<file path="src/rtl/kwdt_pkg.sv">
package kwdt_pkg;
  localparam int          KEY_W    = 8;
  localparam logic [7:0]  KEY_MODE = 8'h23;
  localparam logic [7:0]  KEY_CMD  = 8'hC5;
  localparam int          CNT_W    = 16;
  localparam int          PS_W     = 4;

  typedef enum logic [1:0] {
    A_MODE  = 2'd0,
    A_COUNT = 2'd1,
    A_KICK  = 2'd2,
    A_STAT  = 2'd3
  } addr_e;

  typedef struct packed {
    logic [CNT_W-1:0] reload;
    logic [PS_W-1:0]  ps;
    logic             rst_en;
    logic             pin_en;
    logic             irq_en;
    logic             en;
  } mode_t;
endpackage

</file>
<file path="src/rtl/kwdt_regs.sv">
module kwdt_regs
  import kwdt_pkg::*;
(
  input  logic             clk,
  input  logic             rst,
  input  logic             wr_en,
  input  logic [1:0]       wr_addr,
  input  logic [31:0]      wr_data,
  input  logic             expire,
  output mode_t            mode,
  output logic             load,
  output logic [CNT_W-1:0] load_val,
  output logic             irq,
  output logic             ovf_flag,
  output logic             keyfail
);
  localparam int MODE_W = $bits(mode_t);

  logic [KEY_W-1:0] key;
  logic mode_hit, kick_hit, stat_hit;
  logic good_mode, good_kick, good_stat, bad_key;
  logic clr_main, clr_fail;

  assign key       = wr_data[31:32-KEY_W];
  assign mode_hit  = wr_en && (wr_addr == A_MODE);
  assign kick_hit  = wr_en && (wr_addr == A_KICK);
  assign stat_hit  = wr_en && (wr_addr == A_STAT);
  assign good_mode = mode_hit && (key == KEY_MODE);
  assign good_kick = kick_hit && (key == KEY_CMD);
  assign good_stat = stat_hit && (key == KEY_CMD);
  assign bad_key   = (mode_hit && (key != KEY_MODE)) ||
                     (kick_hit && (key != KEY_CMD))  ||
                     (stat_hit && (key != KEY_CMD));
  assign clr_main  = good_stat && wr_data[0];
  assign clr_fail  = good_stat && wr_data[1];

  assign load     = good_mode || good_kick;
  assign load_val = good_mode ? wr_data[8 +: CNT_W] : mode.reload;

  always_ff @(posedge clk) begin
    if (rst) begin
      mode        <= '0;
      mode.reload <= '1;
    end else if (good_mode) begin
      mode <= mode_t'(wr_data[MODE_W-1:0]);
    end
  end

  always_ff @(posedge clk) begin
    if (rst) begin
      irq      <= 1'b0;
      ovf_flag <= 1'b0;
      keyfail  <= 1'b0;
    end else begin
      if (expire && mode.irq_en) irq <= 1'b1;
      else if (clr_main)         irq <= 1'b0;
      if (expire)                ovf_flag <= 1'b1;
      else if (clr_main)         ovf_flag <= 1'b0;
      if (bad_key)               keyfail <= 1'b1;
      else if (clr_fail)         keyfail <= 1'b0;
    end
  end

  // a rejected write is recorded
  a_r3_bad_key_flag: assert property (@(posedge clk) disable iff (rst)
    bad_key |=> keyfail);
  // a rejected configuration write leaves the configuration alone
  a_r3_mode_kept: assert property (@(posedge clk) disable iff (rst)
    (mode_hit && (key != KEY_MODE)) |=> $stable(mode));
  // the interrupt holds until a keyed clear
  a_r6_irq_sticky: assert property (@(posedge clk) disable iff (rst)
    (irq && !clr_main) |=> irq);
endmodule

</file>
<file path="src/rtl/kwdt_counter.sv">
module kwdt_counter #(
  parameter int CNT_W = 16,
  parameter int PS_W  = 4
) (
  input  logic             clk,
  input  logic             rst,
  input  logic             en,
  input  logic [PS_W-1:0]  ps,
  input  logic             load,
  input  logic [CNT_W-1:0] load_val,
  output logic [CNT_W-1:0] cnt,
  output logic             expire
);
  localparam int PRE_W = 2 * ((1 << PS_W) - 1);

  logic [PRE_W-1:0] pre;
  logic [PRE_W-1:0] limit;
  logic             tick;

  assign limit  = ({{(PRE_W-1){1'b0}}, 1'b1} << (2 * ps)) - 1'b1;
  assign tick   = en && (pre == limit);
  assign expire = tick && (cnt == '0) && !load;

  always_ff @(posedge clk) begin
    if (rst) begin
      cnt <= '1;
      pre <= '0;
    end else if (load) begin
      cnt <= load_val;
      pre <= '0;
    end else if (en) begin
      pre <= tick ? '0 : pre + 1'b1;
      if (tick) cnt <= (cnt == '0) ? load_val : cnt - 1'b1;
    end
  end

  // a stopped counter holds its value
  a_r12_hold: assert property (@(posedge clk) disable iff (rst)
    (!en && !load) |=> $stable(cnt));
  // a load places the reload value in the counter
  a_r5_load: assert property (@(posedge clk) disable iff (rst)
    load |=> (cnt == $past(load_val)));
endmodule

</file>
<file path="src/rtl/kwdt_pulse.sv">
module kwdt_pulse #(
  parameter int LEN     = 8,
  parameter bit ACT_LOW = 1'b0
) (
  input  logic clk,
  input  logic rst,
  input  logic trig,
  output logic out
);
  localparam int LW = $clog2(LEN + 1);
  localparam logic IDLE = ACT_LOW;

  logic [LW-1:0] left;
  logic          act;

  always_ff @(posedge clk) begin
    if (rst) begin
      left <= '0;
      act  <= 1'b0;
    end else if (trig) begin
      left <= LW'(LEN - 1);
      act  <= 1'b1;
    end else if (left != '0) begin
      left <= left - 1'b1;
      act  <= 1'b1;
    end else begin
      act  <= 1'b0;
    end
  end

  generate
    if (ACT_LOW) begin : g_low
      always_ff @(posedge clk) begin
        if (rst) out <= IDLE;
        else     out <= ~(trig || (left != '0));
      end
    end else begin : g_high
      always_ff @(posedge clk) begin
        if (rst) out <= IDLE;
        else     out <= trig || (left != '0);
      end
    end
  endgenerate

  // the pulse does not end while cycles remain
  a_r7_stretch: assert property (@(posedge clk) disable iff (rst)
    (act && (left != '0)) |=> act);
  // the output follows the internal active state
  a_r8_polarity: assert property (@(posedge clk) disable iff (rst)
    (out != IDLE) == act);
endmodule

</file>
<file path="src/rtl/kwdt_top.sv">
module kwdt_top
  import kwdt_pkg::*;
#(
  parameter int PULSE_LEN = 8
) (
  input  logic        clk,
  input  logic        rst,
  input  logic        wr_en,
  input  logic [1:0]  wr_addr,
  input  logic [31:0] wr_data,
  input  logic        rd_en,
  input  logic [1:0]  rd_addr,
  output logic [31:0] rd_data,
  output logic        rd_valid,
  output logic        irq,
  output logic        ovf_n,
  output logic        rst_req
);
  mode_t            mode;
  logic             load;
  logic [CNT_W-1:0] load_val;
  logic [CNT_W-1:0] cnt;
  logic             expire;
  logic             ovf_flag;
  logic             keyfail;

  kwdt_regs u_regs (
    .clk(clk), .rst(rst), .wr_en(wr_en), .wr_addr(wr_addr), .wr_data(wr_data),
    .expire(expire), .mode(mode), .load(load), .load_val(load_val),
    .irq(irq), .ovf_flag(ovf_flag), .keyfail(keyfail)
  );

  kwdt_counter #(.CNT_W(CNT_W), .PS_W(PS_W)) u_cnt (
    .clk(clk), .rst(rst), .en(mode.en), .ps(mode.ps), .load(load),
    .load_val(load_val), .cnt(cnt), .expire(expire)
  );

  kwdt_pulse #(.LEN(PULSE_LEN), .ACT_LOW(1'b1)) u_pin (
    .clk(clk), .rst(rst), .trig(expire && mode.pin_en), .out(ovf_n)
  );

  kwdt_pulse #(.LEN(PULSE_LEN), .ACT_LOW(1'b0)) u_rreq (
    .clk(clk), .rst(rst), .trig(expire && mode.rst_en), .out(rst_req)
  );

  always_ff @(posedge clk) begin
    if (rst) begin
      rd_valid <= 1'b0;
      rd_data  <= '0;
    end else begin
      rd_valid <= rd_en;
      if (rd_en) begin
        unique case (addr_e'(rd_addr))
          A_MODE:  rd_data <= 32'(mode);
          A_COUNT: rd_data <= 32'(cnt);
          A_STAT:  rd_data <= {29'd0, keyfail, ovf_flag, irq};
          default: rd_data <= '0;
        endcase
      end
    end
  end

  // outputs idle in the first cycle after reset
  a_r1_idle: assert property (@(posedge clk) disable iff (rst)
    $past(rst) |-> (ovf_n && !rst_req && !irq));
  // the pin only falls when pin-enable was set
  a_r7_pin_gated: assert property (@(posedge clk) disable iff (rst)
    $fell(ovf_n) |-> $past(mode.pin_en));
  // the reset request only rises when reset-enable was set
  a_r8_rreq_gated: assert property (@(posedge clk) disable iff (rst)
    $rose(rst_req) |-> $past(mode.rst_en));
  // read data is valid exactly one cycle after a request
  a_r11_rd_valid: assert property (@(posedge clk) disable iff (rst)
    rd_en |=> rd_valid);
endmodule

</file>
<file path="config.mk">
export PLATFORM = sky130hd
export DESIGN_NAME = kwdt_top
export DESIGN_NICKNAME = d
export VERILOG_FILES = /design/src/rtl/kwdt_pkg.sv /design/src/rtl/kwdt_regs.sv /design/src/rtl/kwdt_counter.sv /design/src/rtl/kwdt_pulse.sv /design/src/rtl/kwdt_top.sv
export SDC_FILE = /design/constraint.sdc
export NUM_CORES = 1
export LEC_CHECK = 0
export ABC_AREA = 0
export BUFFER_PORTS_ARGS = -buffer_cell sky130_fd_sc_hd__buf_2
export CORE_MARGIN = 4
export CORE_UTILIZATION = 45
export CTS_CLUSTER_SIZE = 24
export DETAILED_ROUTE_END_ITERATION = 10
export GPL_TIMING_DRIVEN = 0
export PLACE_DENSITY = 0.64
export SLEW_MARGIN = 25
export SYNTH_ARGS = -nofsm -noshare
export SYNTH_HDL_FRONTEND = slang
export SYNTH_SLANG_ARGS = --single-unit
export TNS_END_PERCENT = 1
</file>
<file path="constraint.sdc">
create_clock -name clk -period 8.8 [get_ports clk]
set_input_delay 0.44 -clock clk [delete_from_list [all_inputs] [get_ports clk]]
set_output_delay 0.44 -clock clk [all_outputs]
set_load 0.01 [all_outputs]
</file>
# Word level (Yosys, flattened, before mapping)
# Index checks and enable logic that the tools add are counted.
[totals]
register_bits = 116
input_bits = 40
output_inout_bits = 36
word_cells = 90
[op_classes]
n_addsub = 5
eq_ne = 9
shift = 1
muxes = 16
bitwise = 1
reduce_logical = 39
[ops]
columns = ["op", "count"]
rows = [
  ["2-to-1 mux 16 bit", 5],
  ["one-hot mux 24 bit (3 select lines)", 1],
  ["adder 30 x 1 -> 30 bit (second input constant)", 1],
  ["== test 30 bit", 1],
  ["2-to-1 mux 30 bit", 1],
  ["<< shifter 1 x 5 -> 30 bit (first input constant)", 1],
  ["subtractor 30 x 1 -> 30 bit (second input constant)", 1],
  ["logical AND 1 bit", 17],
  ["zero test 16 bit", 1],
  ["subtractor 16 x 1 -> 16 bit (second input constant)", 1],
  ["nonzero test 2 bit", 7],
  ["2-to-1 mux 3 bit", 4],
  ["== test 8 x 6 -> 1 bit (second input constant)", 1],
  ["== test 8 bit (second input constant)", 1],
  ["inequality test 8 x 6 -> 1 bit (second input constant)", 1],
  ["inequality test 8 bit (second input constant)", 1],
  ["nonzero test 4 bit", 2],
  ["subtractor 4 x 1 -> 4 bit (second input constant)", 2],
  ["== test 2 bit (second input constant)", 3],
  ["OR reduction 2 bit", 3],
  ["logical OR 1 bit", 5],
  ["2-to-1 mux 1 bit", 5],
  ["zero test 2 bit", 2],
  ["== test 2 x 1 -> 1 bit (second input constant)", 1],
  ["other kinds (3)", 3],
]

# Longest topological paths before layout
# Gate-level depths: netlist of the first run.
[logic_depth]
depth_word = 9
depth_mapped = 15
depth_no_buf = 10

# Cells and area by module
# From an unflattened synthesis of the first run, not the netlist that was laid out.
[hier_totals]
hier_cells = 676
area_unflattened_um2 = 5918.2
[modules_own_cells]
columns = ["module", "instances", "cells_each", "area_per_inst_um2", "seq_area_each_um2"]
rows = [
  ["kwdt_counter", 1, 416, 3199.3, 920.9],
  ["kwdt_regs", 1, 102, 1167.4, 540.5],
  ["kwdt_top", 1, 109, 1098.6, 500.5],
  ["kwdt_pulse at u_pin", 1, 24, 226.5, 100.1],
  ["kwdt_pulse at u_rreq", 1, 25, 226.5, 100.1],
]

# Worst setup path before layout of the first run
# OpenSTA, ideal clock, no wires.
[synth_timing]
kind = "register -> register"
startpoint = "register, netlist name u_regs.mode[6]"
endpoint = "register u_cnt.cnt[0]"
setup_time_ns = 0.114
arrival_ns = 3.242
required_ns = 8.686
slack_ns = 5.444
path_stages_with_launch = 14
path_buffers = 3
period_less_slack_ns = 3.356
path_cell_list = "dfxtp_1 > buf_2 > buf_1 > nor3_1 > nand2_1 > ha_1 > clkbuf_1 > xor2_1 > mux2i_1 > a21oi_1 > or4b_4 > nor3_4 > mux2_2 > a21o_1"
[synth_via]
elab_chain_cells = 6
[synth_rtl]
columns = ["item", "line", "rtl"]
rows = [
  ["<< shifter 1 x 5 -> 30 bit", "kwdt_counter.sv:20", "assign limit = ({{(PRE_W-1){1'b0}}, 1'b1} << (2 * ps)) - 1'b1;"],
  ["subtractor 30 x 1 -> 30 bit", "kwdt_counter.sv:20", ""],
  ["== test 30 bit", "kwdt_counter.sv:21", "assign tick = en && (pre == limit);"],
  ["logical AND 1 bit", "kwdt_counter.sv:21", ""],
  ["nonzero test 2 bit (no source line)", "-", ""],
  ["AND reduction 2 bit (no source line)", "-", ""],
  ["end signal, assigned", "kwdt_counter.sv:29", "cnt <= load_val;"],
  ["end signal, assigned", "kwdt_counter.sv:33", "if (tick) cnt <= (cnt == '0) ? load_val : cnt - 1'b1;"],
  ["end, declared", "kwdt_counter.sv:11", "output logic [CNT_W-1:0] cnt,"],
]
# Every way passes these cells.
# A chain may end at the register's enable or synchronous reset.

# Final worst setup path of the first run
[layout_timing]
startpoint = "register, netlist name u_regs.mode[6]"
endpoint = "register u_rreq.left[3]"
[layout_via]
elab_chain_cells = 8
[layout_rtl]
columns = ["item", "line", "rtl"]
rows = [
  ["<< shifter 1 x 5 -> 30 bit", "kwdt_counter.sv:20", ""],
  ["subtractor 30 x 1 -> 30 bit", "kwdt_counter.sv:20", ""],
  ["== test 30 bit", "kwdt_counter.sv:21", ""],
  ["logical AND 1 bit", "kwdt_counter.sv:21", ""],
  ["logical AND 1 bit (2 in series)", "kwdt_counter.sv:22", "assign expire = tick && (cnt == '0) && !load;"],
  ["logical AND 1 bit", "kwdt_top.sv:43", ".clk(clk), .rst(rst), .trig(expire && mode.rst_en), .out(rst_req)"],
  ["OR reduction 2 bit (no source line)", "-", ""],
  ["end signal, assigned", "kwdt_pulse.sv:21", "left <= LW'(LEN - 1);"],
  ["end signal, assigned", "kwdt_pulse.sv:24", "left <= left - 1'b1;"],
  ["end, declared", "kwdt_pulse.sv:13", "logic [LW-1:0] left;"],
]
# Every way passes these cells.

==> results of run 1 <==
[logic make-up after synthesis]
logic type / Yosys count
and+or+nand+nor: 312
buffers and inverters: 61
AOI/OAI and AO/OA: 136
xor gates and xnor gates: 39
muxes: 47
adders and majority gates: 7
DFF: 108
other: 1
[state kept, by name (all words and copies together) (netlist names)]
| name | flops |
|---|---|
| u_cnt.pre | 30 |
| rd_data | 24 |
| u_regs.mode | 24 |
| u_cnt.cnt | 16 |
| u_pin.left | 4 |
| u_rreq.left | 4 |
| rd_valid | 1 |
| u_pin.out | 1 |
| u_regs.irq | 1 |
| u_regs.keyfail | 1 |
| u_regs.ovf_flag | 1 |
| u_rreq.out | 1 |
[path summary, 6_finish.rpt]
| kind | cells past startpoint | start | slack (ps) | end |
|---|---|---|---|---|
| hold reg to reg | 2 | u_regs.mode[22] | 470 | rd_data[22] |
| setup / recovery | 14 | u_regs.mode[6] | 4450 | u_rreq.left[3] |
| setup reg to reg | 14 | u_regs.mode[6] | 4450 | u_rreq.left[3] |
| hold / removal | 3 | wr_data[2] | 320 | u_regs.mode[2] |
[report_power, final]
group          switching [W]  leakage (nW)  internal, W
Sequential         0.0000163         0.878     0.000515
Clock               0.000207         0.150     0.000209
Combinational      0.0000869          1.79    0.0000732
[per-stage QoR]
| stage | power (W) | utilization [%] | setup slack [ps] | area (um^2) |
|---|---|---|---|---|
| after floorplan | 0.0006564 | - | 5444 | 5949 |
| after global placement | 0.0006961 | 50.81 | 4469 | 6490 |
| after detailed placement | 0.0007032 | 50.81 | 4441 | 6490 |
| after CTS | 0.001121 | 53.19 | 4440 | 6794 |
| after global routing | 0.001162 | 53.19 | 4145 | 6794 |
| final | 0.001108 | 53.19 | 4450 | 6794 |
[layout by cell type (no fill, tap or decap), types with 17 or more instances in the layout]
cell type / n
nand2_1: 57
mux2_2: 19
clkbuf_1: 27
xor2_1: 24
nor2b_1: 17
buf_2: 73
o21ai_0: 27
nand3_1: 32
mux2i_1: 28
nand2b_1: 22
nor2_1: 84
dfxtp_1: 108
a21oi_1: 41
[per-layer routing]
metal | vias to the layer above | share of wire, %
met3 | 46 | 4.9
met2 | 155 | 50
met1 | 2650 | 41
li1 | 2680 | -
met4 | 0 | 3.7
met5 | - | 0
[critical path, stage by stage, from the launching register on]
cell      delay [ps]
dfxtp_1          480
buf_2            260
buf_1            410
nor3_1           170
nand2_1          110
ha_1             130
clkbuf_1         360
or4b_1           540
a21bo_2          220
mux2i_1          180
o211ai_2         250
nor3_4           440
buf_6            230
nand3_2          200
and3_1           250
[final cells by class]
type	instances	area, um^2
buffer	50	250.2
clock buffer	10	239.0
clock inverter	6	65.06
fill	1214	5979
inverter	11	41.29
multi-input combinational	549	3496
sequential	108	2162
tap	172	215.2
timing repair buffer	65	325.3
==> impl_metrics.env, run 1 <==
export IMPL_postRouteAntennaNets=0
export IMPL_numCtsBuffers=9
export IMPL_vias=5531
export IMPL_die_h_um=122.7
export IMPL_viasPerCell=5.696
export IMPL_area_growth_pct=14.70
export IMPL_ys_seq_area_share_pct=36.50
export IMPL_slew_headroom_pct=35.05
export IMPL_drive_gt1_share_pct=17.52
export IMPL_drv_slew=0
export IMPL_cp_max_fo=10
export IMPL_start_util_pct=46.37
export IMPL_layout_nets=841
export IMPL_netlist_top_cells_count="dfxtp_1, nor2_1, nand2_1"
export IMPL_route_detailed_drc=0
export IMPL_worst_pin_slew_ps=972.2
export IMPL_synth_main_ff_cell="dfxtp_1"
export IMPL_numPortBuffers=65
export IMPL_fmaxAchievable_mhz=229.9
export IMPL_syn_area_um2=5923
export IMPL_hold_slack_ps=318.3
export IMPL_gp_congestion=0.9131
export IMPL_ios=76
export IMPL_grt_pass1_vias=5372
export IMPL_synthSimpleGateAreaFrac_pct=28.14
export IMPL_yosysMostFrequentCell="dfxtp_1"
export IMPL_status="complete, no violations"
export IMPL_synth_cell_types=67
export IMPL_fin_setup_tns_ps=0
export IMPL_cts_hold_buf=0
export IMPL_cts_path_max_buffers=2
export IMPL_layoutNonFillerInstCount=971
export IMPL_netlist_area_leader_share_pct=36.50
export IMPL_ys_ff_latch=108
export IMPL_hp_class="input pin to flop"
export IMPL_synth_compound_gate_area_share_pct=14.79
export IMPL_root_buffer="clkbuf_16"
export IMPL_dp_cells=955
export IMPL_grtUsageMet2_pct=39.60
export IMPL_synth_cells=711
export IMPL_synthArstFlopShare_pct=0
export IMPL_cts_resized=0
export IMPL_antenna_found_initial=0
export IMPL_wirelength_mm=16.96
export IMPL_post_cts_setup_buffer_count=0
export IMPL_track_usage_pct=23.14
export IMPL_clkTransAtPathRegs_ps=80
export IMPL_hold_violations=0
export IMPL_crit_path_start_kind="flop"
export IMPL_finClkSkew_ps=10.03
export IMPL_die_area_um2=15060
export IMPL_hpwl_mm=12.61
export IMPL_wl_per_cell_um=17.46
export IMPL_grt_pass1_wl_mm=27.30
export IMPL_synth_edf_count=0
export IMPL_core_um2=12770
export IMPL_synthAdderAreaFrac_pct=1.479
export IMPL_die_w_um=122.7
export IMPL_setup_viol=0
export IMPL_cts_tree="yes"
export IMPL_syn_avg_cell_area_um2=8.331
export IMPL_ir_drop_uv=107.3
export IMPL_initialDrtViolationCount=357
export IMPL_post_route_period_util_pct=49.44
export IMPL_leakagePower_nw=2.817
export IMPL_yosys_top_cells_area="dfxtp_1, nor2_1, mux2i_1"
export IMPL_rows=41
export IMPL_grtUsageMet1_pct=27.29
export IMPL_grt_max_degree=21
export IMPL_first_pass_iters=5
export IMPL_rsz0062_at_grt="false"
export IMPL_synthMuxAreaShare_pct=8.344
export IMPL_yosys_warnings=0
export IMPL_required_ps=9060
export IMPL_synth_top_area_cell="dfxtp_1"
export IMPL_overflow=0
export IMPL_critPathKind="flop to flop"
export IMPL_synth_xor_area_share_pct=5.767
export IMPL_endpoint_kind="flop"
export IMPL_top_usage_layer="met2"
export IMPL_insertion_delay_ps=360
export IMPL_antennaDiodeCount=0
export IMPL_cts_htree_levels=3
export IMPL_drv_cap=0
export IMPL_power_density_nw_per_um2=163.0
export IMPL_grtUsageMet3_pct=5.207
export IMPL_layout_min_cycle_time_ps=4350
export IMPL_synth_top_family_by_area="simple AND/OR/NAND/NOR gates"
export IMPL_critPathArrivalTime_ps=4620
export IMPL_clock_sinks=108
Power figures use the tool's default switching activity.
==> inputs of run 2 (changes only) <==
- ABC_AREA: 0 -> 1
- PLACE_DENSITY: 0.64 -> 0.66
- clock period: 8.8 -> 3.66 ns (I/O delays scaled with it)
==> impl_metrics.env, run 2 <==
export IMPL_status="complete, no violations"
export IMPL_clkTransAtPathRegs_ps=80
export IMPL_fmaxAchievable_mhz=327.6
export IMPL_yosys_warnings=0
export IMPL_total_power_w=0.002698
export IMPL_first_pass_iters=5
export IMPL_power_density_nw_per_um2=385.9
export IMPL_core_um2=13300
export IMPL_synth_cells=951
export IMPL_required_ps=3900
export IMPL_cts_resized=0
export IMPL_netlist_area_leader_share_pct=35.38
export IMPL_netlist_top_cells_count="nand2_1, nor2_1, dfxtp_1"
export IMPL_drv_slew=0
export IMPL_overflow=0
export IMPL_final_core_util_pct=52.59
export IMPL_slew_headroom_pct=51.92
export IMPL_grt_pass1_wl_mm=28.32
export IMPL_route_detailed_drc=0
export IMPL_postRouteAntennaNets=0
export IMPL_endpoint_kind="flop"
export IMPL_critPathKind="flop to flop"
export IMPL_largest_register_ffs=30
export IMPL_wl_per_cell_um=14.39
export IMPL_insertion_delay_ps=360
export IMPL_reg_top3="u_cnt.pre (30), rd_data (24), u_regs.mode (24)"
export IMPL_regMostFlops="u_cnt.pre"
export IMPL_finClkSkew_ps=13.10
export IMPL_start_util_pct=45.96
export IMPL_ir_drop_uv=299.2
export IMPL_cts_htree_levels=3
export IMPL_antennaDiodeCount=0
export IMPL_ys_ff_latch=108
export IMPL_layout_nets=1082
export IMPL_viasPerCell=5.185
export IMPL_track_usage_pct=22.42
export IMPL_mostFrequentLayoutCell="nand2_1"
export IMPL_drv_cap=0
export IMPL_hpwl_mm=13.56
export IMPL_fin_setup_tns_ps=0
export IMPL_leakagePower_nw=3.453
export IMPL_hold_slack_ps=37.46
export IMPL_cts_tree="yes"
export IMPL_cts_hold_buf=0
export IMPL_cts_path_max_buffers=2
export IMPL_drive_gt1_share_pct=11.54
export IMPL_die_h_um=124.5
export IMPL_worst_pin_slew_ps=718.6
export IMPL_gp_congestion=0.9706
export IMPL_vias=6305
export IMPL_layout_min_cycle_time_ps=3053
export IMPL_synth_main_ff_cell="dfxtp_1"
export IMPL_hp_class="input pin to flop"
export IMPL_post_cts_setup_buffer_count=0
export IMPL_synth_edf_count=0
export IMPL_yosys_top_cells_area="dfxtp_1, nand2_1, nor2_1"
export IMPL_ios=76
export IMPL_crit_path_start_kind="flop"
export IMPL_post_route_period_util_pct=83.41
export IMPL_area_growth_pct=14.41
export IMPL_nFillCells=1388
export IMPL_ys_seq_area_share_pct=35.38
export IMPL_wirelength_mm=17.50
export IMPL_setup_viol=0
export IMPL_initialDrtViolationCount=660
export IMPL_rsz0062_at_grt="false"
export IMPL_root_buffer="clkbuf_16"
export IMPL_multiInputGateArea_um2=3336
export IMPL_clock_sinks=108
export IMPL_yosysMostFrequentCell="nand2_1"
export IMPL_synth_cell_types=38
export IMPL_grt_max_degree=20
export IMPL_rows=42
export IMPL_synth_top_area_cell="dfxtp_1"
export IMPL_hold_violations=0
export IMPL_seq_area_um2=2162
export IMPL_antenna_found_initial=0
export IMPL_final_cell_area_um2=6992
export IMPL_final_cell_mix="nand2_1, nor2_1, dfxtp_1"
export IMPL_die_area_um2=15510
export IMPL_cp_max_fo=10
export IMPL_synthArstFlopShare_pct=0
export IMPL_numPortBuffers=66
export IMPL_die_w_um=124.5
export IMPL_numCtsBuffers=9
export IMPL_grt_pass1_vias=5608
export IMPL_postPlaceCellArea_um2=6688
export IMPL_syn_avg_cell_area_um2=6.426
export IMPL_syn_area_um2=6111
export IMPL_critPathArrivalTime_ps=3300
==> run 2: cell types whose count changed after synthesis, sizes merged, moves of 9 or more <==
cell    delta
nand2    +193
inv      +101
nand3     +58
nor2      +51
mux2i     -28
o21ai     +28
nand2b    -22
mux2      -19
nor2b     -17
and3      -13
xnor2     -10
a21oi      -9
clkbuf     -9
==> run 2: routing by layer <==
metal  wire length, um  global-route usage [%]  vias to the layer above  part of all wire, %
met2              7499                   33.72                      217                   43
met3              1405                   5.232                       15                  8.0
met5                 0                       0                        -                    0
met1              8370                   32.58                     2848                   48
met4               221                   5.158                        0                  1.3
li1                  -                       -                     3225                    -
==> run 2: power by group <==
part / total, W / switching [W] / internal (W)
logic: 0.000376 / 0.000220 / 0.000157
clock network: 0.00103 / 0.000491 / 0.000543
registers: 0.00129 / 0.0000436 / 0.00124
total: 0.00270 / 0.000754 / 0.00194
==> run 2: path summary, 6_finish.rpt <==
path / startpoint / end / slack, ps / depth (start not counted)
setup / recovery: u_regs.mode[5] / u_cnt.pre[23] / 610 / 17
hold / removal: wr_data[17] / u_regs.mode[17] / 40 / 3
setup reg to reg: u_regs.mode[5] / u_cnt.pre[23] / 610 / 17
hold reg to reg: u_regs.mode[17] / rd_data[17] / 460 / 2
==> run 2: through the flow <==
stage	worst slack, ps	cells
2_1_floorplan	1319	958
3_3_place_gp	736.9	1200
3_5_place_dp	711.2	1200
4_1_cts	683.0	1216
5_1_grt	366.3	1216
6_report	607.1	1216
==> run 2: layout make-up <==
| type | instances | share of cell area [%] |
|---|---|---|
| timing repair buffer | 66 | 4.724 |
| buffer | 40 | 3.078 |
| sequential | 108 | 30.92 |
| clock buffer | 9 | 3.221 |
| tap | 176 | 3.150 |
| multi-input combinational | 697 | 47.71 |
| inverter | 113 | 6.067 |
| clock inverter | 7 | 1.127 |
==> run 2: kinds of logic (layout without fill, tap and decap cells) <==
| group | count (synthesis) | after routing | share of synthesized area, % |
|---|---|---|---|
| adder cells (fa/ha/maj) | 7 | 7 | 1.433 |
| other | 1 | 8 | 0.06137 |
| AND/OR/NAND/NOR | 535 | 535 | 37.63 |
| AO/OA/AOI/OAI | 117 | 117 | 10.73 |
| flip-flops | 108 | 108 | 35.38 |
| XOR/XNOR | 30 | 30 | 4.300 |
| buffers and inverters | 153 | 235 | 10.46 |
==> run 2: worst max-delay path: stages (launching register included) <==
cell     delay, ps
dfxtp_1        300
buf_2          170
nor2_1         330
nand2_1        200
ha_1           230
buf_2          170
inv_1          110
nand3_1         80
nand3_1        110
nand2_1         60
nor3_1         180
nand3_1        120
nor2_1         140
nand2_2        180
nand2_1        120
buf_4          200
buf_6          160
nor2_1          50
